**src/rtl/bnk_pkg.sv**
```systemverilog
package bnk_pkg;

  localparam int unsigned MODE_W = 5;
  localparam int unsigned REGN_W = 5;

  localparam logic [MODE_W-1:0] MODE_USR = 5'h10;
  localparam logic [MODE_W-1:0] MODE_FIQ = 5'h11;
  localparam logic [MODE_W-1:0] MODE_IRQ = 5'h12;
  localparam logic [MODE_W-1:0] MODE_SVC = 5'h13;
  localparam logic [MODE_W-1:0] MODE_MON = 5'h16;
  localparam logic [MODE_W-1:0] MODE_ABT = 5'h17;
  localparam logic [MODE_W-1:0] MODE_HYP = 5'h1A;
  localparam logic [MODE_W-1:0] MODE_UND = 5'h1B;
  localparam logic [MODE_W-1:0] MODE_SYS = 5'h1F;

  localparam logic [REGN_W-1:0] RN_SP   = 5'd13;
  localparam logic [REGN_W-1:0] RN_LR   = 5'd14;
  localparam logic [REGN_W-1:0] RN_SPSR = 5'd16;
  localparam logic [REGN_W-1:0] RN_ELR  = 5'd17;

  typedef enum logic [2:0] {
    K_HI   = 3'd0,
    K_SP   = 3'd1,
    K_LR   = 3'd2,
    K_SPSR = 3'd3,
    K_ELR  = 3'd4
  } slot_kind_t;

  function automatic logic mode_known(input logic [MODE_W-1:0] m);
    case (m)
      MODE_USR, MODE_FIQ, MODE_IRQ, MODE_SVC, MODE_MON,
      MODE_ABT, MODE_HYP, MODE_UND, MODE_SYS: mode_known = 1'b1;
      default:                                mode_known = 1'b0;
    endcase
  endfunction

  function automatic logic [2:0] mode_bank(input logic [MODE_W-1:0] m);
    case (m)
      MODE_HYP: mode_bank = 3'd1;
      MODE_IRQ: mode_bank = 3'd2;
      MODE_SVC: mode_bank = 3'd3;
      MODE_ABT: mode_bank = 3'd4;
      MODE_UND: mode_bank = 3'd5;
      MODE_MON: mode_bank = 3'd6;
      MODE_FIQ: mode_bank = 3'd7;
      default:  mode_bank = 3'd0;
    endcase
  endfunction

endpackage

```
**src/rtl/bnk_legal.sv**
```systemverilog
module bnk_legal
  import bnk_pkg::*;
#(
  parameter int unsigned HI_FIRST = 8,
  parameter int unsigned HI_CNT   = 5,
  localparam int unsigned HI_IDX_W = (HI_CNT > 1) ? $clog2(HI_CNT) : 1
) (
  input  logic [MODE_W-1:0]   tgt_mode,
  input  logic [REGN_W-1:0]   regno,
  input  logic [MODE_W-1:0]   cur_mode,
  output logic                legal,
  output slot_kind_t          kind,
  output logic [2:0]          bank,
  output logic [HI_IDX_W-1:0] hi_idx,
  output logic                hi_fiq
);

  logic is_hi;
  logic base_ok;

  assign is_hi  = (32'(regno) >= HI_FIRST) && (32'(regno) < HI_FIRST + HI_CNT);
  assign bank   = mode_bank(tgt_mode);
  assign hi_idx = HI_IDX_W'(32'(regno) - HI_FIRST);
  assign hi_fiq = (tgt_mode == MODE_FIQ);

  // which slot the number selects and whether the target can own it
  always_comb begin
    kind    = K_SP;
    base_ok = 1'b0;
    if (is_hi) begin
      kind    = K_HI;
      base_ok = (tgt_mode == MODE_USR) || (tgt_mode == MODE_FIQ);
    end else begin
      case (regno)
        RN_SP:   begin kind = K_SP;   base_ok = 1'b1; end
        RN_LR:   begin kind = K_LR;   base_ok = 1'b1; end
        RN_SPSR: begin
          kind    = K_SPSR;
          base_ok = (tgt_mode != MODE_USR) && (tgt_mode != MODE_SYS);
        end
        RN_ELR:  begin kind = K_ELR;  base_ok = (tgt_mode == MODE_HYP); end
        default: begin kind = K_SP;   base_ok = 1'b0; end
      endcase
    end
  end

  // current-mode dependent matrix
  always_comb begin
    legal = base_ok && mode_known(tgt_mode) && (tgt_mode != cur_mode);
    if (tgt_mode == MODE_USR) begin
      if (is_hi && cur_mode != MODE_FIQ)                          legal = 1'b0;
      if (regno == RN_SP && cur_mode == MODE_SYS)                 legal = 1'b0;
      if (regno == RN_LR && (cur_mode == MODE_HYP || cur_mode == MODE_SYS))
                                                                  legal = 1'b0;
    end
    if (tgt_mode == MODE_HYP) begin
      if (regno == RN_ELR) begin
        if (cur_mode != MODE_HYP && cur_mode != MODE_MON)         legal = 1'b0;
      end else if (cur_mode != MODE_MON)                          legal = 1'b0;
    end
  end

endmodule

```
**src/rtl/bnk_store.sv**
```systemverilog
module bnk_store
  import bnk_pkg::*;
#(
  parameter int unsigned DATA_W    = 32,
  parameter int unsigned NUM_BANKS = 8,
  parameter int unsigned HI_CNT    = 5,
  localparam int unsigned HI_IDX_W = (HI_CNT > 1) ? $clog2(HI_CNT) : 1
) (
  input  logic                clk,
  input  logic                rst_n,
  input  logic                wr_en,
  input  slot_kind_t          kind,
  input  logic [2:0]          bank,
  input  logic [HI_IDX_W-1:0] hi_idx,
  input  logic                hi_fiq,
  input  logic [DATA_W-1:0]   wdata,
  output logic [DATA_W-1:0]   rdata
);

  logic [DATA_W-1:0] sp_q   [NUM_BANKS];
  logic [DATA_W-1:0] lr_q   [NUM_BANKS];
  logic [DATA_W-1:0] spsr_q [NUM_BANKS];
  logic [DATA_W-1:0] hi_q   [2][HI_CNT];
  logic [DATA_W-1:0] elr_q;

  always_ff @(posedge clk or negedge rst_n) begin
    if (!rst_n) begin
      for (int b = 0; b < NUM_BANKS; b++) begin
        sp_q[b]   <= '0;
        lr_q[b]   <= '0;
        spsr_q[b] <= '0;
      end
      for (int c = 0; c < 2; c++)
        for (int i = 0; i < HI_CNT; i++)
          hi_q[c][i] <= '0;
      elr_q <= '0;
    end else if (wr_en) begin
      case (kind)
        K_SP:    sp_q[bank]           <= wdata;
        K_LR:    lr_q[bank]           <= wdata;
        K_SPSR:  spsr_q[bank]         <= wdata;
        K_HI:    hi_q[hi_fiq][hi_idx] <= wdata;
        K_ELR:   elr_q                <= wdata;
        default: ;
      endcase
    end
  end

  always_comb begin
    case (kind)
      K_SP:    rdata = sp_q[bank];
      K_LR:    rdata = lr_q[bank];
      K_SPSR:  rdata = spsr_q[bank];
      K_HI:    rdata = hi_q[hi_fiq][hi_idx];
      K_ELR:   rdata = elr_q;
      default: rdata = '0;
    endcase
  end

endmodule

```
**src/rtl/bnk_regs_top.sv**
```systemverilog
module bnk_regs_top
  import bnk_pkg::*;
#(
  parameter int unsigned DATA_W    = 32,
  parameter int unsigned NUM_BANKS = 8,
  parameter int unsigned HI_FIRST  = 8,
  parameter int unsigned HI_CNT    = 5
) (
  input  logic              clk,
  input  logic              rst_n,
  input  logic              req_valid,
  input  logic              req_write,
  input  logic [4:0]        req_tgt_mode,
  input  logic [4:0]        req_regno,
  input  logic [DATA_W-1:0] req_wdata,
  input  logic [4:0]        cur_mode,
  output logic              rd_valid,
  output logic [DATA_W-1:0] rd_data,
  output logic              undef_exc
);

  localparam int unsigned HI_IDX_W = (HI_CNT > 1) ? $clog2(HI_CNT) : 1;

  logic                legal;
  slot_kind_t          kind;
  logic [2:0]          bank;
  logic [HI_IDX_W-1:0] hi_idx;
  logic                hi_fiq;
  logic                wr_en;
  logic [DATA_W-1:0]   store_rdata;

  logic              rd_valid_d, undef_d, rd_load;
  logic              rd_valid_q, undef_q;
  logic [DATA_W-1:0] rd_data_q;

  bnk_legal #(.HI_FIRST(HI_FIRST), .HI_CNT(HI_CNT)) u_legal (
    .tgt_mode (req_tgt_mode),
    .regno    (req_regno),
    .cur_mode (cur_mode),
    .legal    (legal),
    .kind     (kind),
    .bank     (bank),
    .hi_idx   (hi_idx),
    .hi_fiq   (hi_fiq)
  );

  bnk_store #(.DATA_W(DATA_W), .NUM_BANKS(NUM_BANKS), .HI_CNT(HI_CNT)) u_store (
    .clk    (clk),
    .rst_n  (rst_n),
    .wr_en  (wr_en),
    .kind   (kind),
    .bank   (bank),
    .hi_idx (hi_idx),
    .hi_fiq (hi_fiq),
    .wdata  (req_wdata),
    .rdata  (store_rdata)
  );

  // next state
  always_comb begin
    wr_en      = req_valid && req_write && legal;
    rd_load    = req_valid && !req_write && legal;
    rd_valid_d = rd_load;
    undef_d    = req_valid && !legal;
  end

  // registers
  always_ff @(posedge clk or negedge rst_n) begin
    if (!rst_n) begin
      rd_valid_q <= 1'b0;
      undef_q    <= 1'b0;
      rd_data_q  <= '0;
    end else begin
      rd_valid_q <= rd_valid_d;
      undef_q    <= undef_d;
      if (rd_load) rd_data_q <= store_rdata;
    end
  end

  assign rd_valid  = rd_valid_q;
  assign undef_exc = undef_q;
  assign rd_data   = rd_data_q;

endmodule

```
**config.mk**
```make
export PLATFORM = sky130hd
export DESIGN_NAME = bnk_regs_top
export DESIGN_NICKNAME = d
export VERILOG_FILES = /design/src/rtl/bnk_pkg.sv /design/src/rtl/bnk_legal.sv /design/src/rtl/bnk_store.sv /design/src/rtl/bnk_regs_top.sv
export SDC_FILE = /design/constraint.sdc
export NUM_CORES = 2
export LEC_CHECK = 0
export CAP_MARGIN = 20
export CORE_MARGIN = 4
export CORE_UTILIZATION = 60
export DETAILED_ROUTE_END_ITERATION = 12
export PLACE_DENSITY = 0.77
export SLEW_MARGIN = 5
export SYNTH_ARGS = -nofsm -noshare
export SYNTH_HDL_FRONTEND = slang
export SYNTH_SLANG_ARGS = --single-unit
```
**constraint.sdc**
```tcl
create_clock -name clk -period 2.85 [get_ports clk]
set_input_delay 0.57 -clock clk [delete_from_list [all_inputs] [get_ports clk]]
set_output_delay 0.57 -clock clk [all_outputs]
set_load 0.05 [all_outputs]
```
# ---- Yosys cells after proc, flatten, opt, wreduce, memory -nomap -nowiden
# Memory sizes are Yosys's and may differ from the RTL's.
# Cells that the tools add are included.
dict set report op_classes {
  n_eq_ne 24
  reduce_logical 27
  muxes 39
  bitwise 3
  order_cmp 8
  addsub 1
}
# op count
set op_table {}
lappend op_table {{256-bit bitwise mux} 3}
lappend op_table {{160-bit 2-to-1 mux} 4}
lappend op_table {{32-bit binary-select mux with 3-bit select} 4}
lappend op_table {{320-bit bitwise mux} 1}
lappend op_table {{32-bit 2-to-1 mux} 10}
lappend op_table {{32-bit demux with 3-bit select} 2}
lappend op_table {{160-bit demux with 1-bit select} 1}
lappend op_table {{32-bit case mux with 5 select lines} 1}
lappend op_table {{5-bit equality test (second input constant)} 12}
lappend op_table {{5-bit inequality test (second input constant)} 5}
lappend op_table {{3-bit case mux with 7 select lines} 1}
lappend op_table {{1-bit logical AND} 16}
lappend op_table {{5-bit by 4-bit equality test with 1-bit output (second input constant)} 2}
lappend op_table {{2-bit AND reduction} 5}
lappend op_table {{1-bit 2-to-1 mux} 9}
lappend op_table {{3-bit case mux with 3 select lines} 1}
lappend op_table {{4-bit greater-or-equal comparator (second input constant)} 2}
lappend op_table {{4-bit by 1-bit < comparator with 1-bit output (second input constant)} 2}
lappend op_table {{3-bit NOT with 4-bit output} 2}
lappend op_table {{3-bit by 2-bit equality test with 1-bit output (second input constant)} 2}
lappend op_table {{5-bit by 4-bit greater-or-equal comparator with 1-bit output (second input constant)} 1}
lappend op_table {{5-bit by 4-bit < comparator with 1-bit output (second input constant)} 1}
lappend op_table {{5-bit inequality test} 1}
lappend op_table {{3-bit by 1-bit equality test with 1-bit output (second input constant)} 1}
lappend op_table {{other kinds (11)} 13}
dict set report word_totals {
  memories 1
  rom_bits 32
  ff_bits 1154
}
# name words word_bits read_ports rd_clocked_by_memory_dff wr line_no
set memory_table {}
lappend memory_table {{(name not given)} 32 1 1 0 0 bnk_pkg.sv:30} ;# case (m)

# ---- Longest topological paths before layout
dict set report depth {
  word_depth 15
  ltp_mapped 13
  ltp_nobuf 7
}

# ---- Hierarchy
# From an unflattened synthesis, not the netlist that was laid out.
dict set report hier_totals {
  cells_unflattened 3837
  hier_area_um2 52887.0
}
# mod area_per_inst_um2 n_inst seq_area_each_um2 cells_per_inst
set by_module_without_submodules {}
lappend by_module_without_submodules {bnk_store 51006.4 1 28026.9 3691}
lappend by_module_without_submodules {bnk_regs_top 1390.1 1 850.8 73}
lappend by_module_without_submodules {bnk_legal 490.5 1 0.0 73}

# ---- Worst setup path before layout
# No wires, ideal clock.
dict set report synth_path {
  path_type {input-to-reg}
  from {input port req_tgt_mode[1]}
  to {register u_store.spsr_q[10] (netlist bit)}
  required_ns 2.723
  setup_ns 0.127
  path_buffers 4
  stages 11
  slack_ns 0.168
  arrival_time_ns 2.554
  cell_sequence {buf_6 -> or4_1 -> nand4_1 -> a32oi_1 -> and4_1 -> buf_4 -> and4_4 -> buf_12 -> nand2_4 -> buf_8 -> mux2_1}
}
dict set report synth_between {
  elab_chain_len 15
  elab_cells_between_ends 36
}
# element line_no
set synth_rtl {}
lappend synth_rtl {{start, declared} bnk_regs_top.sv:13} ;# input logic [4:0] req_tgt_mode,
lappend synth_rtl {{5-bit inequality test} bnk_legal.sv:39} ;# base_ok = (tgt_mode != MODE_USR) && (tgt_mode != MODE_SYS);
lappend synth_rtl {{1-bit logical AND} bnk_legal.sv:39}
lappend synth_rtl {{1-bit case mux with 3 select lines} bnk_legal.sv:34} ;# case (regno)
lappend synth_rtl {{1-bit 2-to-1 mux} bnk_legal.sv:30} ;# if (is_hi) begin
lappend synth_rtl {{1-bit logical AND (2 in series)} bnk_legal.sv:49} ;# legal = base_ok && mode_known(tgt_mode) && (tgt_mode != cur_mode);
lappend synth_rtl {{1-bit 2-to-1 mux} bnk_legal.sv:51} ;# if (is_hi && cur_mode != MODE_FIQ) legal = 1'b0;
lappend synth_rtl {{1-bit 2-to-1 mux} bnk_legal.sv:52} ;# if (regno == RN_SP && cur_mode == MODE_SYS) legal = 1'b0;
lappend synth_rtl {{1-bit 2-to-1 mux} bnk_legal.sv:53} ;# if (regno == RN_LR && (cur_mode == MODE_HYP || cur_mode == MODE_SYS))
lappend synth_rtl {{1-bit 2-to-1 mux} bnk_legal.sv:50} ;# if (tgt_mode == MODE_USR) begin
lappend synth_rtl {{1-bit 2-to-1 mux (on tied branches)} {bnk_legal.sv:59, bnk_legal.sv:58}}
lappend synth_rtl {{1-bit 2-to-1 mux} bnk_legal.sv:57} ;# if (regno == RN_ELR) begin
lappend synth_rtl {{1-bit 2-to-1 mux} bnk_legal.sv:56} ;# if (tgt_mode == MODE_HYP) begin
lappend synth_rtl {{1-bit logical AND} bnk_regs_top.sv:61} ;# wr_en = req_valid && req_write && legal;
lappend synth_rtl {{2-bit AND reduction (no line)} n/a}
lappend synth_rtl {{end signal, assigned by index} bnk_store.sv:41} ;# K_SPSR: spsr_q[bank] <= wdata;
lappend synth_rtl {{end, declared} bnk_store.sv:22} ;# logic [DATA_W-1:0] spsr_q [NUM_BANKS];
# Parallel ways exist; a longest one is shown, timed or not.
# A chain may end at the register's enable or synchronous reset.

# ---- Worst setup path in the final report
dict set report layout_path {
  from {input port req_regno[2]}
  to {register rd_data_q[22] (netlist: rd_data[22])}
}
dict set report layout_between {
  elab_chain_len 14
  elab_cells_between_ends 37
}
# element line_no
set layout_rtl {}
lappend layout_rtl {{start, declared} bnk_regs_top.sv:14} ;# input logic [4:0] req_regno,
lappend layout_rtl {{5-bit by 4-bit equality test with 1-bit output (on tied branches)} {bnk_legal.sv:34, bnk_legal.sv:53, bnk_legal.sv:52}}
lappend layout_rtl {{2-bit OR reduction (no line)} n/a}
lappend layout_rtl {{1-bit case mux with 3 select lines} bnk_legal.sv:34}
lappend layout_rtl {{1-bit 2-to-1 mux} bnk_legal.sv:30}
lappend layout_rtl {{1-bit logical AND (2 in series)} bnk_legal.sv:49}
lappend layout_rtl {{1-bit 2-to-1 mux} bnk_legal.sv:51}
lappend layout_rtl {{1-bit 2-to-1 mux} bnk_legal.sv:52}
lappend layout_rtl {{1-bit 2-to-1 mux} bnk_legal.sv:53}
lappend layout_rtl {{1-bit 2-to-1 mux} bnk_legal.sv:50}
lappend layout_rtl {{1-bit 2-to-1 mux (on tied branches)} {bnk_legal.sv:59, bnk_legal.sv:58}}
lappend layout_rtl {{1-bit 2-to-1 mux} bnk_legal.sv:57}
lappend layout_rtl {{1-bit 2-to-1 mux} bnk_legal.sv:56}
lappend layout_rtl {{1-bit logical AND} bnk_regs_top.sv:62} ;# rd_load = req_valid && !req_write && legal;
lappend layout_rtl {{end signal, assigned} bnk_regs_top.sv:76} ;# if (rd_load) rd_data_q <= store_rdata;
lappend layout_rtl {{end, declared} bnk_regs_top.sv:34} ;# logic [DATA_W-1:0] rd_data_q;
# Parallel ways exist; a longest one is shown, timed or not. The select of a mux whose other input is x is not followed.

==> reports/metrics.cfg <==
[status]
status = finished clean

[yosys]
yosys.area.top_type = dfrtp_1
syn-cell-area_um2 = 53270
synth_edf_count = 0
yosys-top-cells-count = dfrtp_1 (1154), mux2_2 (778), nand2_1 (585), clkbuf_1 (236), mux2_4 (210)
ys_warn_count = 0
synthTopCellsByArea = dfrtp_1 (54%), mux2_2 (16%), mux2_4 (5.9%)
yosysMostFrequentCell = dfrtp_1
ys_seq_area_share_pct = 54.21
synthCells = 4040
yosysUniqueCellTypes = 57
syn_avg_cell_area_um2 = 13.18
yosysTopAreaCellShare_pct = 54.21
syn-num-nets = 4091
ys.flop_type = dfrtp_1
synthArstFlopShare_pct = 100.0
synth-seq-cells = 1154

[finish]
final_layout_size_suffix_gt1_share_pct = 39.60
syn2layout_area_growth_pct = 17.43
fin_nets = 4357
fin_area_um2 = 62550

[worst_setup_path]
worstPathArrival_ns = 3.47
critPathTopFamily = buffers and inverters
path_buf_inv = 5
crit_type = primary input to register
crit_chain = clkdlybuf4s50_1 > buf_4 > or3b_4 > nor3_4 > buf_12 > buf_12 > o221ai_1 > a31oi_1 > a32oi_2 > a21oi_1 > buf_4 > a221o_1
worstSetupEndpointType = register
cp_max_fo = 7
max_stage_delay_ns = 0.51
crit_slowest_cell = clkdlybuf4s50_1
cp.required_ns = 3.51
start_kind = primary input

[clocking]
cts.sink_count = 1154
cts_made_buffers = 115
clkLatencyLatePin_ns = 0.74
cts_tree = done
htreeDepth = 3
clk_pin_slew_ns = 0.07
cts_root_buffer = clkbuf_16
cts_buffer_depth = 3

[pwr]
swShare_pct = 24.36
power_frac_seq_pct = 48.3
power_density_nw_per_um2 = 555.3
p_int_mw = 26.28
clkPwrFrac_pct = 44.2
ir_drop_mv = 0.6479
share_comb_of_total_power_pct = 7.6
power.switching_mw = 8.460
total_leakage_power_nw = 30.95

[global_route]
grt_pass1_vias = 38012
grt_pass1_wl_um = 237100
grt_max_degree = 113
antenna_found_initial = 3
track_usage_pct = 33.09
grt_overflow = 0

[floorplanning]
ioPinCount = 85
dieWidth_um = 306.0
rows = 109
coreArea_um2 = 88240
die_h_um = 306.0
start_util_pct = 60.37
dieArea_um2 = 93610

[placed_design]
numPortBuffers = 84
dp_hpwl_um = 99300
gp_congestion = 0.8854
placed_area_um2 = 58490
dpl_worst_slack_ns = -1.126

[timing]
setup_ws_ns = 0.03304
slew_violations = 0
final-hold-violation-count = 0
finalSetupViolCount = 0
fin_skew_ns = 0.04615
max_freq_ghz = 0.3550
timing.slew.headroom_pct = 50.04
worstMarginPinSlew_ns = 0.7471
fin_crit_ns = 2.817
fin_crit_sh_pct = 98.84
timing.hold.ws_ns = 0.3739

[run]
maxCapViolCount = 0

[routing]
antenna_left = 0
routed_wl_um = 156900
dr.pass1.iters = 5
drc = 0
drt-wirelength-per-cell_um = 28.20
vias = 36716
first_iter_violations = 3795
viasPerCell = 6.598

[hold_path]
min_path_type = primary input to async pin

[logic make-up after synthesis]
| family | after synthesis | synth area share (%) |
|---|---|---|
| XOR/XNOR | 7 | 0.1151 |
| flip-flops | 1154 | 54.21 |
| buffers and inverters | 415 | 4.564 |
| AO/OA/AOI/OAI | 450 | 6.354 |
| multiplexers | 1216 | 28.00 |
| AND/OR/NAND/NOR | 798 | 6.749 |
[final timing paths]
check / start / end / slack [ns] / cells after the start
worst max-delay path: req_regno[2] / rd_data[22] / 0.03 / 12
worst min-delay path: rst_n / u_store.sp_q[162] / 0.37 / 2
worst max register to register: u_store.spsr_q[150] / rd_data[22] / 1.02 / 6
worst min register to register: u_store.spsr_q[234] / u_store.spsr_q[234] / 0.38 / 0
max in group asynchronous: rst_n / u_store.lr_q[153] / 1.47 / 4
min in group clk: u_store.spsr_q[234] / u_store.spsr_q[234] / 0.38 / 0
[layout make-up]
cell class | instances | area, um^2
flip-flops and latches | 1154 | 28880
fillers | 5551 | 25690
multi-input cells | 2471 | 22150
repair buffers | 561 | 6202
clock buffers | 163 | 3288
well taps | 1165 | 1458
clock inverters | 47 | 559.3
inverters | 3 | 11.26
diodes | 1 | 2.502
[power groups by stage]
stage                     sequential [mW]  combinational [mW]  clock [mW]
after floorplan                      17.2               0.939           0
after global placement               17.0                2.53           0
after detailed placement             17.1                2.57           0
after CTS                            16.8                2.61        15.5
after global routing                 16.8                2.79        16.2
final                                16.8                2.63        15.3
[sequential cells by signal (all words and copies together), names as in the netlist]
signal          flops
rd_data            32
rd_valid            1
u_store.elr_q      32
u_store.hi_q      320
u_store.lr_q      256
u_store.sp_q      256
u_store.spsr_q    256
undef_exc           1
[through the flow]
step	std cells	setup TNS (ns)	utilization, %	power, mW
finish	5565	0	70.89	34.74
global route	5564	-0.01254	70.89	35.73
floorplan	4040	0	-	18.18
detailed placement	5348	-601.95	66.28	19.62
CTS	5561	0	70.76	34.83
global placement	5348	-581.35	66.28	19.57
[routing by layer]
| metal | global-route usage, % | share of wire, % | up-vias |
|---|---|---|---|
| met3 | 7.508 | 8.5 | 520 |
| met5 | 0 | 0.022 | - |
| met1 | 44.11 | 39 | 19141 |
| met4 | 16.39 | 5.7 | 4 |
| li1 | - | - | 15143 |
| met2 | 51.76 | 46 | 1908 |
[timing repair]
action                                 in CTS  in global routing
buffers inserted                            1                  1
resized for setup                           8                 12
endpoints found under the hold margin      35                  0
gates cloned                                1                  2
setup endpoints to repair                   2                115
hold buffers                                1                  0
pin swaps                                   2                  2
[cells in the final DEF, fill, tap and decap left out, types with 56 or more instances in the layout]
master,count
a21oi_1,56
a31oi_1,117
a32oi_1,86
buf_12,135
buf_4,334
clkbuf_16,117
clkdlybuf4s50_1,77
dfrtp_1,1154
mux2_1,120
mux2_2,778
mux2_4,210
mux2i_1,65
nand2_1,576
nand3_1,122
o221ai_1,117
[worst reg2reg max path: cells and delay by family, from the launching register on]
kind | cells | cell delay (ns)
buffers and inverters | 1 | 0.15
flip-flops | 1 | 0.38
AO/OA/AOI/OAI | 5 | 1.21
(Power assumes the default switching activity.)
